<file path="src/rtl/dbn_pkg.sv">
package dbn_pkg;
   function automatic int unsigned dbn_max(input int unsigned a, input int unsigned b);
      return (a > b) ? a : b;
   endfunction

   function automatic int unsigned dbn_width(input int unsigned n);
      return (n > 1) ? $clog2(n) : 1;
   endfunction
endpackage

</file>
<file path="src/rtl/dbn_tick_gen.sv">
module dbn_tick_gen #(
   parameter int unsigned CHECK_DIV = 200000
) (
   input  logic clk,
   input  logic rst,
   output logic tick_o
);
   import dbn_pkg::*;
   localparam int unsigned CW = dbn_width(CHECK_DIV);

   initial begin
      if (CHECK_DIV < 1) $error("CHECK_DIV must be at least 1");
   end

   generate
      if (CHECK_DIV == 1) begin : g_every
         assign tick_o = 1'b1;
      end else begin : g_div
         logic [CW-1:0] cnt_q;
         always_ff @(posedge clk) begin
            if (rst) cnt_q <= '0;
            else if (cnt_q == CW'(CHECK_DIV - 1)) cnt_q <= '0;
            else cnt_q <= cnt_q + 1'b1;
         end
         assign tick_o = (cnt_q == CW'(CHECK_DIV - 1));

         // strobes are never back to back
         p_tick_spacing_r1: assert property (@(posedge clk) disable iff (rst)
            tick_o |=> !tick_o);
      end
   endgenerate
endmodule

</file>
<file path="src/rtl/dbn_filter.sv">
module dbn_filter #(
   parameter int unsigned RISE_CHECKS     = 2,
   parameter int unsigned FALL_CHECKS     = 2,
   parameter bit          SEED_FROM_INPUT = 1'b0
) (
   input  logic clk,
   input  logic rst,
   input  logic tick_i,
   input  logic raw_i,
   output logic state_o,
   output logic accept_o
);
   import dbn_pkg::*;
   localparam int unsigned MAXC = dbn_max(RISE_CHECKS, FALL_CHECKS);
   localparam int unsigned CW   = $clog2(MAXC + 1);
   localparam logic [CW-1:0] RISE_LD = CW'(RISE_CHECKS);
   localparam logic [CW-1:0] FALL_LD = CW'(FALL_CHECKS);

   initial begin
      if (RISE_CHECKS < 1) $error("RISE_CHECKS must be at least 1");
      if (FALL_CHECKS < 1) $error("FALL_CHECKS must be at least 1");
   end

   logic          state_q, acc_q;
   logic [CW-1:0] cnt_q;
   logic          seed_state;

   generate
      if (SEED_FROM_INPUT) begin : g_seed_raw
         assign seed_state = raw_i;
      end else begin : g_seed_zero
         assign seed_state = 1'b0;
      end
   endgenerate

   always_ff @(posedge clk) begin
      if (rst) begin
         state_q <= seed_state;
         cnt_q   <= seed_state ? FALL_LD : RISE_LD;
         acc_q   <= 1'b0;
      end else begin
         acc_q <= 1'b0;
         if (tick_i) begin
            if (raw_i == state_q) begin
               cnt_q <= state_q ? FALL_LD : RISE_LD;
            end else if (cnt_q == CW'(1)) begin
               state_q <= raw_i;
               cnt_q   <= raw_i ? FALL_LD : RISE_LD;
               acc_q   <= 1'b1;
            end else begin
               cnt_q <= cnt_q - 1'b1;
            end
         end
      end
   end

   assign state_o  = state_q;
   assign accept_o = acc_q;

   // state moves only on a strobe
   p_state_on_tick_r1: assert property (@(posedge clk) disable iff (rst)
      !tick_i |=> $stable(state_q));
   // agreement reloads the count for the opposite transition
   p_reload_match_r4: assert property (@(posedge clk) disable iff (rst)
      (tick_i && raw_i == state_q) |=> cnt_q == ($past(state_q) ? FALL_LD : RISE_LD));
   // count stays within its loaded range
   p_cnt_range_r2: assert property (@(posedge clk) disable iff (rst)
      cnt_q >= CW'(1) && cnt_q <= CW'(MAXC));
   // acceptance coincides with a state change
   p_accept_change_r7: assert property (@(posedge clk) disable iff (rst)
      acc_q |-> state_q != $past(state_q));
endmodule

</file>
<file path="src/rtl/dbn_event.sv">
module dbn_event (
   input  logic clk,
   input  logic rst,
   input  logic state_i,
   input  logic accept_i,
   input  logic active_low,
   input  logic both_edges,
   output logic level_o,
   output logic event_o
);
   assign level_o = state_i ^ active_low;
   assign event_o = accept_i & (both_edges | level_o);

   // single-edge events only on the active level
   p_evt_active_r8: assert property (@(posedge clk) disable iff (rst)
      (event_o && !both_edges) |-> level_o);
   // every acceptance is reported in double-edge mode
   p_evt_both_r9: assert property (@(posedge clk) disable iff (rst)
      (accept_i && both_edges) |-> event_o);
endmodule

</file>
<file path="src/rtl/dbn_edge_detect.sv">
module dbn_edge_detect #(
   parameter int unsigned CHECK_DIV       = 200000,
   parameter int unsigned RISE_CHECKS     = 2,
   parameter int unsigned FALL_CHECKS     = 2,
   parameter bit          SEED_FROM_INPUT = 1'b0
) (
   input  logic clk,
   input  logic rst,
   input  logic raw_in,
   input  logic active_low,
   input  logic both_edges,
   output logic state_o,
   output logic level_o,
   output logic event_o
);
   logic tick, accept;

   dbn_tick_gen #(.CHECK_DIV(CHECK_DIV)) u_tick (
      .clk(clk), .rst(rst), .tick_o(tick)
   );

   dbn_filter #(
      .RISE_CHECKS(RISE_CHECKS), .FALL_CHECKS(FALL_CHECKS),
      .SEED_FROM_INPUT(SEED_FROM_INPUT)
   ) u_filter (
      .clk(clk), .rst(rst), .tick_i(tick), .raw_i(raw_in),
      .state_o(state_o), .accept_o(accept)
   );

   dbn_event u_event (
      .clk(clk), .rst(rst), .state_i(state_o), .accept_i(accept),
      .active_low(active_low), .both_edges(both_edges),
      .level_o(level_o), .event_o(event_o)
   );

   // event never lasts past one clock with spaced strobes
   p_evt_single_r7: assert property (@(posedge clk) disable iff (rst)
      (event_o && CHECK_DIV > 1) |=> !event_o);
endmodule

</file>
<file path="config.mk">
export PLATFORM = sky130hd
export DESIGN_NAME = dbn_edge_detect
export DESIGN_NICKNAME = d
export VERILOG_FILES = /design/src/rtl/dbn_pkg.sv /design/src/rtl/dbn_tick_gen.sv /design/src/rtl/dbn_filter.sv /design/src/rtl/dbn_event.sv /design/src/rtl/dbn_edge_detect.sv
export SDC_FILE = /design/constraint.sdc
export NUM_CORES = 1
export LEC_CHECK = 0
export BUFFER_PORTS_ARGS = -buffer_cell sky130_fd_sc_hd__buf_2
export CAP_MARGIN = 20
export CORE_ASPECT_RATIO = 0.5
export CORE_MARGIN = 1.5
export CORE_UTILIZATION = 30
export CTS_CLUSTER_DIAMETER = 30
export DETAILED_ROUTE_END_ITERATION = 7
export PLACE_DENSITY_LB_ADDON = 0.15
export SKIP_CTS_REPAIR_TIMING = 1
export SLEW_MARGIN = 20
export SYNTH_ARGS = -nofsm -noshare
export SYNTH_HDL_FRONTEND = slang
export SYNTH_SLANG_ARGS = --single-unit
</file>
<file path="constraint.sdc">
create_clock -name clk -period 4.89 [get_ports clk]
set_clock_uncertainty 0.15 [all_clocks]
set_input_delay 0.2445 -clock clk [delete_from_list [all_inputs] [get_ports clk]]
set_output_delay 0.2445 -clock clk [all_outputs]
set_load 0.02 [all_outputs]
</file>
Word-level counts from Yosys, hierarchy flattened
Index checks and enable logic that the tools add are counted.
{"block": "classes", "n_addsub": 2, "n_eq_ne": 3, "muxes": 3, "bitwise_logic": 5, "n_reduce_logical": 3}
{"operator": "$add A18 B1 Y18 const B", "n": 1}
{"operator": "$eq A18 B18 Y1 const B", "n": 1}
{"operator": "$mux W2", "n": 2}
{"operator": "$reduce_and A3 Y1", "n": 1}
{"operator": "$reduce_or A3 Y1", "n": 1}
{"operator": "$eq A2 B1 Y1 const B", "n": 1}
{"operator": "$not A1 Y1", "n": 2}
{"operator": "$reduce_or A2 Y1", "n": 1}
{"operator": "$sub A2 B1 Y2 const B", "n": 1}
{"operator": "$and A1 B1 Y1", "n": 1}
{"operator": "$eq A1 B1 Y1", "n": 1}
{"operator": "$mux W1", "n": 1}
{"operator": "$or A1 B1 Y1", "n": 1}
{"operator": "$xor A1 B1 Y1", "n": 1}
{"block": "totals", "ff_bits": 22, "input_bits": 5}

Longest topological paths before layout
Gate-level depths: netlist (run 1).
{"block": "logic_depth", "ltp_word": 3, "depth_mapped": 6}

Modules after synthesis
Synthesis (run 1) repeated with hierarchy kept, for this count alone.
{"block": "hier_totals", "cells_unflattened": 114, "hier_area_um2": 1049.8}
{"mod": "dbn_tick_gen", "n_inst": 1, "cells_each": 96, "area_per_inst_um2": 857.1, "seq_area_each_um2": 360.3}
{"mod": "dbn_filter", "n_inst": 1, "cells_each": 16, "area_per_inst_um2": 176.4, "seq_area_each_um2": 80.1}
{"mod": "dbn_event", "n_inst": 1, "cells_each": 2, "area_per_inst_um2": 16.3, "seq_area_each_um2": 0.0}

Least setup slack after synthesis (run 1)
Ideal clock, no wire load.
{"block": "synth_timing", "path_type": "register to register", "start": "reg u_tick.g_div.cnt_q[7]", "end": "reg u_filter.cnt_q[0]", "arrival_time_ns": 1.467, "required_time_ns": 4.619, "setup_slack_ns": 3.152, "stages_incl_launch_ff": 5, "period_less_slack_ns": 1.738, "path_cell_list": "dfxtp_1 or4_4 nor3_4 nand3_2 mux2_4"}
{"block": "synth_via", "elab_chain_cells": 1}
{"element": "start, declared", "line": "dbn_tick_gen.sv:19", "rtl": "logic [CW-1:0] cnt_q;"}
{"element": "start signal, assigned", "line": "dbn_tick_gen.sv:23", "rtl": "else cnt_q <= cnt_q + 1'b1;"}
{"element": "$eq A18 B18 Y1", "line": "dbn_tick_gen.sv:25", "rtl": "assign tick_o = (cnt_q == CW'(CHECK_DIV - 1));"}
{"element": "end signal, assigned", "line": "dbn_filter.sv:39", "rtl": "cnt_q <= seed_state ? FALL_LD : RISE_LD;"}
{"element": "end signal, assigned", "line": "dbn_filter.sv:45", "rtl": "cnt_q <= state_q ? FALL_LD : RISE_LD;"}
{"element": "end signal, assigned", "line": "dbn_filter.sv:48", "rtl": "cnt_q <= raw_i ? FALL_LD : RISE_LD;"}
{"element": "end, declared", "line": "dbn_filter.sv:25", "rtl": "logic [CW-1:0] cnt_q;"}
Every way passes these cells.
A chain may end at the register's enable or synchronous reset.

Final worst setup path (run 1)
{"block": "layout_timing", "start": "reg u_tick.g_div.cnt_q[3]", "end": "reg u_tick.g_div.cnt_q[10]"}
{"block": "layout_via", "elab_chain_cells": 2}
{"element": "branches (longest 2 deep; another with $add A18 B1 Y18)"}
Parallel ways; which one is timed is not known.

==> impl_metrics.env, run 1 <==
export IMPL_clk_pin_slew_ns=0.07
export IMPL_synth_largest_area_cell="dfxtp_1"
export IMPL_yosysTopAreaCellShare=0.419
export IMPL_fmax_ghz=0.522
export IMPL_vias=776
export IMPL_synthTopCellsByArea="dfxtp_1, xnor2_1, nor2_1, mux2i_1, nor3_1"
export IMPL_synth_edff_count=0
export IMPL_overflow=0
export IMPL_clock_latency_ns=0.26
export IMPL_wl_mm=1.90
export IMPL_num_fill_cells=343
export IMPL_antenna_left=0
export IMPL_wl_met3_um=82
export IMPL_row_count=14
export IMPL_vdd_ir_drop_worst_mv=0.0802
export IMPL_synth_area_per_cell_um2=9.15
export IMPL_worst_pin_slew_ns=0.447
export IMPL_wire_per_inst_um=11.1
export IMPL_cellPowerDensity_mw_per_mm2=272
export IMPL_nets=130
export IMPL_synthFlopType="dfxtp_1"
export IMPL_dieArea_mm2=0.00389
export IMPL_ys_ff_latch=22
export IMPL_coreArea_mm2=0.00317
export IMPL_worstPathMaxFanout=15
export IMPL_area_growth_pct=12.5
export IMPL_cts_root_buf="clkbuf_8"
export IMPL_crit_path_end_kind="register"
export IMPL_avgViaCountPerCell=4.54
export IMPL_cp_required_ns=4.88
export IMPL_cts_tree="done"
export IMPL_dpl_hpwl_mm=1.36
export IMPL_status="complete, no violations"
export IMPL_drv_slew=0
export IMPL_dr_wl_met2_um=757
export IMPL_die_w_um=86.8
export IMPL_path_class="reg2reg"
export IMPL_synthArstFlopShare=0
export IMPL_slew_headroom=0.700
export IMPL_min_period_ns=1.92
export IMPL_synth_cell_types=28
export IMPL_grt_pass1_vias=724
export IMPL_rsz0062_at_grt="false"
export IMPL_port_buffers=7
export IMPL_grt_max_degree=16
export IMPL_clock_path_buffers=2
export IMPL_clkSinkCount=22
export IMPL_drc=0
export IMPL_hold_path_class="in2reg"
export IMPL_finalCritPeriodShare=0.392
export IMPL_startpoint_type="register"
export IMPL_final_common_cell="dfxtp_1"
export IMPL_ios=8
export IMPL_cts_buffers=3
export IMPL_cap_violations=0
export IMPL_antenna_found_initial=0
export IMPL_top_layer="met4"
export IMPL_cp_slowest_cell="a31o_2"
export IMPL_track_usage=0.115
export IMPL_multi_input_area_um2=574
export IMPL_critPathMaxStageDelay_ns=0.43
export IMPL_synthCells=115
export IMPL_seq_area_frac_synth=0.419
export IMPL_finalSetupViolCount=0
export IMPL_setup_tns_ns=0
export IMPL_synthesis_nets=121
export IMPL_ys_warnings_count=0
export IMPL_wl_met1_mm=1.03
export IMPL_firstDrtPassIters=4
export IMPL_drive_gt1_frac=0.154
export IMPL_globalplace_congestion=0.673
export IMPL_htreeDepth=1
export IMPL_antenna_cells=0
export IMPL_initial_utilization=0.332
export IMPL_die_y_um=44.9
export IMPL_power_w=0.000322
export IMPL_worstPathArrival_ns=1.91
export IMPL_hold_viol_final=0
export IMPL_regArea_um2=440
export IMPL_final_cell_mix="dfxtp_1, nor2_1, xnor2_1, nor3_1, buf_2"
export IMPL_drt_iter0_drc=34
export IMPL_p_leak_nw=0.376
export IMPL_path_common_cell="nor2_1"
export IMPL_cp_cell_sequence="nand3_1 -> nor2_1 -> a31o_2 -> nor2_1"
export IMPL_grt_pass1_wl_mm=3.25
export IMPL_netlist_area_mm2=0.00105
==> critical path: cells and delay by family, from the launching register on <==
| family | cells | cell delay [ns] |
|---|---|---|
| AND/OR/NAND/NOR | 3 | 0.84 |
| AO/OA/AOI/OAI | 1 | 0.43 |
| flip-flops | 1 | 0.38 |
==> area by class of cell <==
| cell class | instances | share of cell area |
|---|---|---|
| clock buffer | 4 | 0.0465 |
| inverter | 5 | 0.0159 |
| tap | 48 | 0.0507 |
| sequential | 22 | 0.372 |
| timing repair buffer | 7 | 0.0296 |
| multi-input combinational | 85 | 0.485 |
==> kinds of logic (layout without fill, tap and decap cells) <==
family,count (synthesis),in the layout,synth area share
buffers and inverters,8,16,0.0357
multiplexers,5,5,0.0523
XOR/XNOR,16,16,0.133
AND/OR/NAND/NOR,59,59,0.322
AO/OA/AOI/OAI,4,4,0.0262
flip-flops,22,22,0.419
adder cells (fa/ha/maj),1,1,0.0119
==> synth_stat cells (2+ instances only) <==
cell type,number
nand3_1,6
dfxtp_1,22
nor2b_1,2
xnor2_1,13
nor2_1,19
nor4_2,2
nor4_1,5
mux2i_1,4
nand2_1,5
nand2b_1,2
nand4_1,5
xor2_1,3
inv_1,5
nor3_1,7
clkbuf_1,2
==> routing by layer <==
layer	global-route usage	vias up
li1	-	413
met2	0.166	10
met5	0	-
met4	0.0484	0
met1	0.152	349
met3	0.0494	4
==> per-stage QoR <==
stage / hold WS (ns) / util / worst slack, ns / cell area [um^2] / std cells
4_1_cts: 0.106 / 0.373 / 2.96 / 1180 / 171
5_1_grt: 0.122 / 0.373 / 2.75 / 1180 / 171
6_report: 0.108 / 0.373 / 2.97 / 1180 / 171
3_3_place_gp: 0.293 / 0.356 / 3.02 / 1130 / 167
3_5_place_dp: 0.295 / 0.356 / 2.96 / 1130 / 167
2_1_floorplan: 0.247 / - / 3.15 / 1050 / 115
==> final timing paths <==
check / from / endpoint / slack [ns] / cells after the start
setup / recovery: u_tick.g_div.cnt_q[3] / u_tick.g_div.cnt_q[10] / 2.97 / 4
hold / removal: raw_in / u_filter.state_o / 0.11 / 3
setup reg to reg: u_tick.g_div.cnt_q[3] / u_tick.g_div.cnt_q[10] / 2.97 / 4
hold reg to reg: u_tick.g_div.cnt_q[0] / u_tick.g_div.cnt_q[0] / 0.31 / 1
==> registers in the layout, summed over array words and instances (netlist names) <==
register	flops
u_filter.cnt_q	2
u_filter.accept_o	1
u_filter.state_o	1
u_tick.g_div.cnt_q	18
==> report_power, final <==
part | internal [W] | switching [W] | total [W] | leakage (nW)
clock network | 0.0000717 | 0.0000551 | 0.000127 | 0.0288
logic | 0.00000493 | 0.00000755 | 0.0000125 | 0.169
registers | 0.000181 | 0.00000175 | 0.000183 | 0.178
total | 0.000258 | 0.0000644 | 0.000322 | 0.376
(Power assumes the default switching activity.)
==> inputs of run 2 (changes only) <==
--- a/config.mk
+++ b/config.mk
@@ -5,6 +5,7 @@
 export SDC_FILE = /design/constraint.sdc
 export NUM_CORES = 1
 export LEC_CHECK = 0
+export ABC_AREA = 1
 export BUFFER_PORTS_ARGS = -buffer_cell sky130_fd_sc_hd__buf_2
 export CAP_MARGIN = 20
 export CORE_ASPECT_RATIO = 0.5
==> constraint.sdc (replaced) <==
create_clock -name clk -period 1.9 [get_ports clk]
set_clock_uncertainty 0.15 [all_clocks]
set_input_delay 0.095 -clock clk [delete_from_list [all_inputs] [get_ports clk]]
set_output_delay 0.095 -clock clk [all_outputs]
set_load 0.02 [all_outputs]
==> impl_metrics.env, run 2 <==
export IMPL_status="complete, no violations"
export IMPL_worst_pin_slew_ns=0.342
export IMPL_cts_tree="done"
export IMPL_synth_area_per_cell_um2=6.85
export IMPL_dieArea_mm2=0.00433
export IMPL_worstPathMaxFanout=8
export IMPL_die_w_um=91.6
export IMPL_track_usage=0.136
export IMPL_grt_pass1_wl_mm=4.23
export IMPL_yosysTopAreaCellShare=0.374
export IMPL_synth_common_cells="nand2_1, nor2_1, dfxtp_1"
export IMPL_drt_iter0_drc=36
export IMPL_drc=0
export IMPL_startpoint_type="register"
export IMPL_globalplace_congestion=0.798
export IMPL_hold_path_class="reg2reg"
export IMPL_clock_latency_ns=0.26
export IMPL_dpl_hpwl_mm=1.93
export IMPL_finalSetupViolCount=0
export IMPL_hold_viol_final=0
export IMPL_htreeDepth=1
export IMPL_seq_area_frac_synth=0.374
export IMPL_ys_ff_latch=22
export IMPL_num_fill_cells=390
export IMPL_grt_max_degree=16
export IMPL_drive_gt1_frac=0.148
export IMPL_path_class="reg2reg"
export IMPL_cp_required_ns=1.96
export IMPL_clkSinkCount=22
export IMPL_ys_warnings_count=0
export IMPL_firstDrtPassIters=4
export IMPL_crit_path_end_kind="register"
export IMPL_clk_pin_slew_ns=0.08
export IMPL_worstPathArrival_ns=1.68
export IMPL_synthTopCellsByArea="dfxtp_1, nand2_1, nor2_1, inv_1, nand3_1"
export IMPL_slew_headroom=0.770
export IMPL_avgViaCountPerCell=4.44
export IMPL_antenna_cells=0
export IMPL_drv_slew=0
export IMPL_initial_utilization=0.328
export IMPL_rsz0062_at_grt="false"
export IMPL_cts_root_buf="clkbuf_8"
export IMPL_wire_per_inst_um=10.6
export IMPL_grt_pass1_vias=918
export IMPL_antenna_left=0
export IMPL_synthCells=172
export IMPL_synth_edff_count=0
export IMPL_port_buffers=7
export IMPL_fin_util=0.370
export IMPL_yosys_cell_count_top_type="nand2_1"
export IMPL_setup_tns_ns=0
export IMPL_synthFlopType="dfxtp_1"
export IMPL_row_count=15
export IMPL_antenna_found_initial=0
export IMPL_synth_largest_area_cell="dfxtp_1"
export IMPL_overflow=0
export IMPL_largest_reg_flops=18
export IMPL_min_period_ns=1.61
export IMPL_synth_cell_types=24
export IMPL_die_y_um=47.3
export IMPL_netlist_area_mm2=0.00118
export IMPL_synthArstFlopShare=0
export IMPL_fmax_ghz=0.620
export IMPL_p_leak_nw=0.523
export IMPL_wl_mm=2.48
export IMPL_cellPowerDensity_mw_per_mm2=599
export IMPL_cap_violations=0
export IMPL_synthesis_nets=178
export IMPL_final_cell_mix="nand2_1, nor2_1, dfxtp_1, inv_1, nand3_1"
export IMPL_clock_path_buffers=2
export IMPL_cts_buffers=3
export IMPL_final_common_cell="nand2_1"
export IMPL_area_growth_pct=12.6
export IMPL_nets=191
export IMPL_largest_register="u_tick.g_div.cnt_q"
export IMPL_top_regs="u_tick.g_div.cnt_q (18), u_filter.cnt_q (2)"
export IMPL_coreArea_mm2=0.00358
export IMPL_vias=1040
export IMPL_ios=8
export IMPL_vdd_ir_drop_worst_mv=0.264
export IMPL_finalCritPeriodShare=0.848
-- run 2: cell type report --
| class | instances | area [um^2] | area share |
|---|---|---|---|
| tap | 51 | 63.8 | 0.0481 |
| multi-input combinational | 123 | 626 | 0.472 |
| inverter | 26 | 100 | 0.0755 |
| sequential | 22 | 440 | 0.332 |
| timing repair buffer | 9 | 55.1 | 0.0415 |
| clock buffer | 3 | 41.3 | 0.0311 |
-- run 2: layer usage --
metal,share of wire,track usage,routed length [um],vias up
li1,-,-,-,564
met1,0.56,0.184,1400,455
met2,0.37,0.199,923,16
met3,0.048,0.0485,119,5
met4,0.015,0.0563,38,0
met5,0,0,0,-
-- run 2: stage by stage --
step                      power, W  instances  hold WS, ns  setup slack, ns  cell area (um^2)
after global routing      0.000839        234        0.348           0.0791              1330
after detailed placement  0.000513        229        0.205            0.283              1260
after CTS                 0.000807        232      -0.0800            0.270              1310
after global placement    0.000513        229        0.204            0.255              1260
after floorplan           0.000503        172       0.0174            0.393              1180
final                     0.000795        234        0.319            0.288              1330
-- run 2: final timing paths --
path                     startpoint                endpoint  slack [ns]  cells after the start
max reg2reg   u_tick.g_div.cnt_q[0]  u_tick.g_div.cnt_q[14]        0.29                      9
min reg2reg  u_tick.g_div.cnt_q[17]  u_tick.g_div.cnt_q[17]        0.32                      2
max           u_tick.g_div.cnt_q[0]  u_tick.g_div.cnt_q[14]        0.29                      9
min          u_tick.g_div.cnt_q[17]  u_tick.g_div.cnt_q[17]        0.32                      2
-- run 2: logic make-up (layout without fill, tap and decap cells) --
logic type      Yosys count  in the layout  share of synthesized area
compound gates           12             12                     0.0701
buf+inv                  27             38                     0.0946
flops                    22             22                      0.374
fa+ha+maj                 1              1                     0.0106
xor+xnor                  6              6                     0.0446
simple gates            104            104                      0.406
-- run 2: worst max-delay path, stage by stage (launching register included) --
cell and delay [ns]:
dfxtp_1 0.39, ha_1 0.18, nand2_1 0.09, nor2_2 0.14, nand2_2 0.13, nor2_8 0.16
nand2_2 0.07, o21ai_1 0.12, nand3_1 0.07, inv_1 0.05
-- run 2: where the power goes --
part	leakage, nW	internal, W	switching (W)
sequential	0.178	0.000466	0.00000462
clock	0.0216	0.000142	0.000149
combinational	0.324	0.0000136	0.0000201
total	0.523	0.000621	0.000174
==> inputs of run 3 (changes only) <==
--- a/config.mk
+++ b/config.mk
@@ -5,7 +5,7 @@
 export SDC_FILE = /design/constraint.sdc
 export NUM_CORES = 1
 export LEC_CHECK = 0
-export ABC_AREA = 1
+export ABC_AREA = 0
 export BUFFER_PORTS_ARGS = -buffer_cell sky130_fd_sc_hd__buf_2
 export CAP_MARGIN = 20
 export CORE_ASPECT_RATIO = 0.5
==> constraint.sdc (replaced) <==
create_clock -name clk -period 1.7 [get_ports clk]
set_clock_uncertainty 0.15 [all_clocks]
set_input_delay 0.085 -clock clk [delete_from_list [all_inputs] [get_ports clk]]
set_output_delay 0.085 -clock clk [all_outputs]
set_load 0.02 [all_outputs]
==> impl_metrics.env, run 3 (same netlist as run 1, synthesis figures left out) <==
export IMPL_worst_pin_slew_ns=0.393
export IMPL_cp_required_ns=1.71
export IMPL_overflow=0
export IMPL_seqPwrFrac=0.553
export IMPL_wl_mm=2.19
export IMPL_hold_path_class="in2reg"
export IMPL_grt_pass1_wl_mm=3.60
export IMPL_combPwrFrac=0.048
export IMPL_worstPathMaxFanout=3
export IMPL_path_class="reg2reg"
export IMPL_pwr_share_clk=0.399
export IMPL_dpl_hpwl_mm=1.58
export IMPL_die_w_um=86.8
export IMPL_netSwitchingFraction=0.213
export IMPL_row_count=14
export IMPL_finalSetupViolCount=2
export IMPL_finalCritPeriodShare=1.02
export IMPL_port_buffers=7
export IMPL_largest_register="u_tick.g_div.cnt_q"
export IMPL_grt_pass1_vias=791
export IMPL_cts_tree="done"
export IMPL_die_y_um=44.9
export IMPL_track_usage=0.126
export IMPL_clk_pin_slew_ns=0.09
export IMPL_violations="negative setup slack"
export IMPL_worstPathArrival_ns=1.74
export IMPL_antenna_found_initial=0
export IMPL_globalplace_congestion=0.734
export IMPL_avgViaCountPerCell=4.38
export IMPL_min_period_ns=1.73
export IMPL_cts_root_buf="clkbuf_8"
export IMPL_power_w=0.000952
export IMPL_coreArea_mm2=0.00317
export IMPL_firstDrtPassIters=4
export IMPL_grt_max_degree=16
export IMPL_clock_latency_ns=0.27
export IMPL_switching_power_w=0.000203
export IMPL_clock_path_buffers=2
export IMPL_wire_per_inst_um=11.3
export IMPL_p_int_w=0.000749
export IMPL_cts_buffers=3
export IMPL_vdd_ir_drop_worst_mv=0.255
export IMPL_ios=8
export IMPL_fin_util=0.439
export IMPL_p_leak_nw=0.509
export IMPL_nets=152
export IMPL_cellPowerDensity_mw_per_mm2=684
export IMPL_r2r_start="u_tick.g_div.cnt_q[7]"
export IMPL_final_cell_mix="buf_4, dfxtp_1, nor2_1, xnor2_1"
export IMPL_startpoint_type="register"
export IMPL_vias=845
export IMPL_htreeDepth=1
export IMPL_rsz0062_at_grt="true"
export IMPL_antenna_cells=0
export IMPL_drc=0
export IMPL_drive_gt1_frac=0.310
export IMPL_largest_reg_flops=18
export IMPL_slew_headroom=0.736
export IMPL_critical_path_startpoint="u_tick.g_div.cnt_q[7]"
export IMPL_cap_violations=0
export IMPL_min_from="rst"
export IMPL_drt_iter0_drc=39
export IMPL_fin_ws_ns=-0.0298
export IMPL_clkSinkCount=22
export IMPL_dieArea_mm2=0.00389
export IMPL_antenna_left=0
export IMPL_drv_slew=0
export IMPL_hold_viol_final=0
export IMPL_top_regs="u_tick.g_div.cnt_q (18), u_filter.cnt_q (2)"
export IMPL_initial_utilization=0.332
export IMPL_crit_path_end_kind="register"
export IMPL_area_growth_pct=32.2
export IMPL_fmax_ghz=0.578
export IMPL_pre_cts_ws_ns=-0.0325
export IMPL_status="finished, violations left"
## run 3: cell count changes in the layout (fill, tap and decap cells not counted), moves of 3 or more
cell     delta
nand2_1    -33
buf_4      +20
inv_1      -16
nand3_1    -11
nor2_1     -11
xnor2_1    +11
a21oi_1     -5
inv_2       -4
mux2i_1     +4
nor4_1      +4
a21oi_2     -3
nand3_2     +3
nor2_2      -3
## run 3: critical path, cell delays in order, from the launching register on
cell,delay [ns]
dfxtp_2,0.33
or4_4,0.54
nor3_4,0.17
nand3_2,0.13
mux2_4,0.32
## run 3: cell type report
cell class,count,area [um^2]
Fill cell,321,1780
Timing Repair Buffer,29,215
Tap cell,48,60.1
Sequential cell,22,443
Clock buffer,4,55.1
Inverter,5,18.8
Multi-Input combinational cell,85,599
## run 3: path summary, 6_finish.rpt
path	depth (start not counted)	endpoint	slack [ns]
hold reg to reg	1	u_tick.g_div.cnt_q[0]	0.31
setup reg to reg	4	u_filter.cnt_q[0]	-0.03
hold / removal	2	u_filter.accept_o	0.007
setup / recovery	4	u_filter.cnt_q[0]	-0.03
## run 3: per-layer routing
metal / share of wire / track usage
met3: 0.048 / 0.0548
met5: 0 / 0
met2: 0.42 / 0.211
met1: 0.52 / 0.157
met4: 0.0055 / 0.0194
## run 3: metrics by stage
| step | instances | instance area (um^2) | hold slack, ns | TNS [ns] |
|---|---|---|---|---|
| global route | 193 | 1390 | 0.0148 | -0.989 |
| floorplan | 115 | 1050 | 0.0874 | -0.133 |
| global placement | 188 | 1300 | 0.223 | -0.00481 |
| finish | 193 | 1390 | 0.00673 | -0.0310 |
| detailed placement | 188 | 1300 | 0.239 | -0.0325 |
| CTS | 192 | 1350 | -0.0425 | -0.0752 |
## run 3: power groups by stage
stage | Combinational (W) | Sequential [W] | Clock [W]
after floorplan | 0.0000272 | 0.000537 | 0
after global placement | 0.0000446 | 0.000538 | 0
after detailed placement | 0.0000442 | 0.000538 | 0
after CTS | 0.0000446 | 0.000526 | 0.000390
after global routing | 0.0000512 | 0.000527 | 0.000413
final | 0.0000460 | 0.000527 | 0.000379
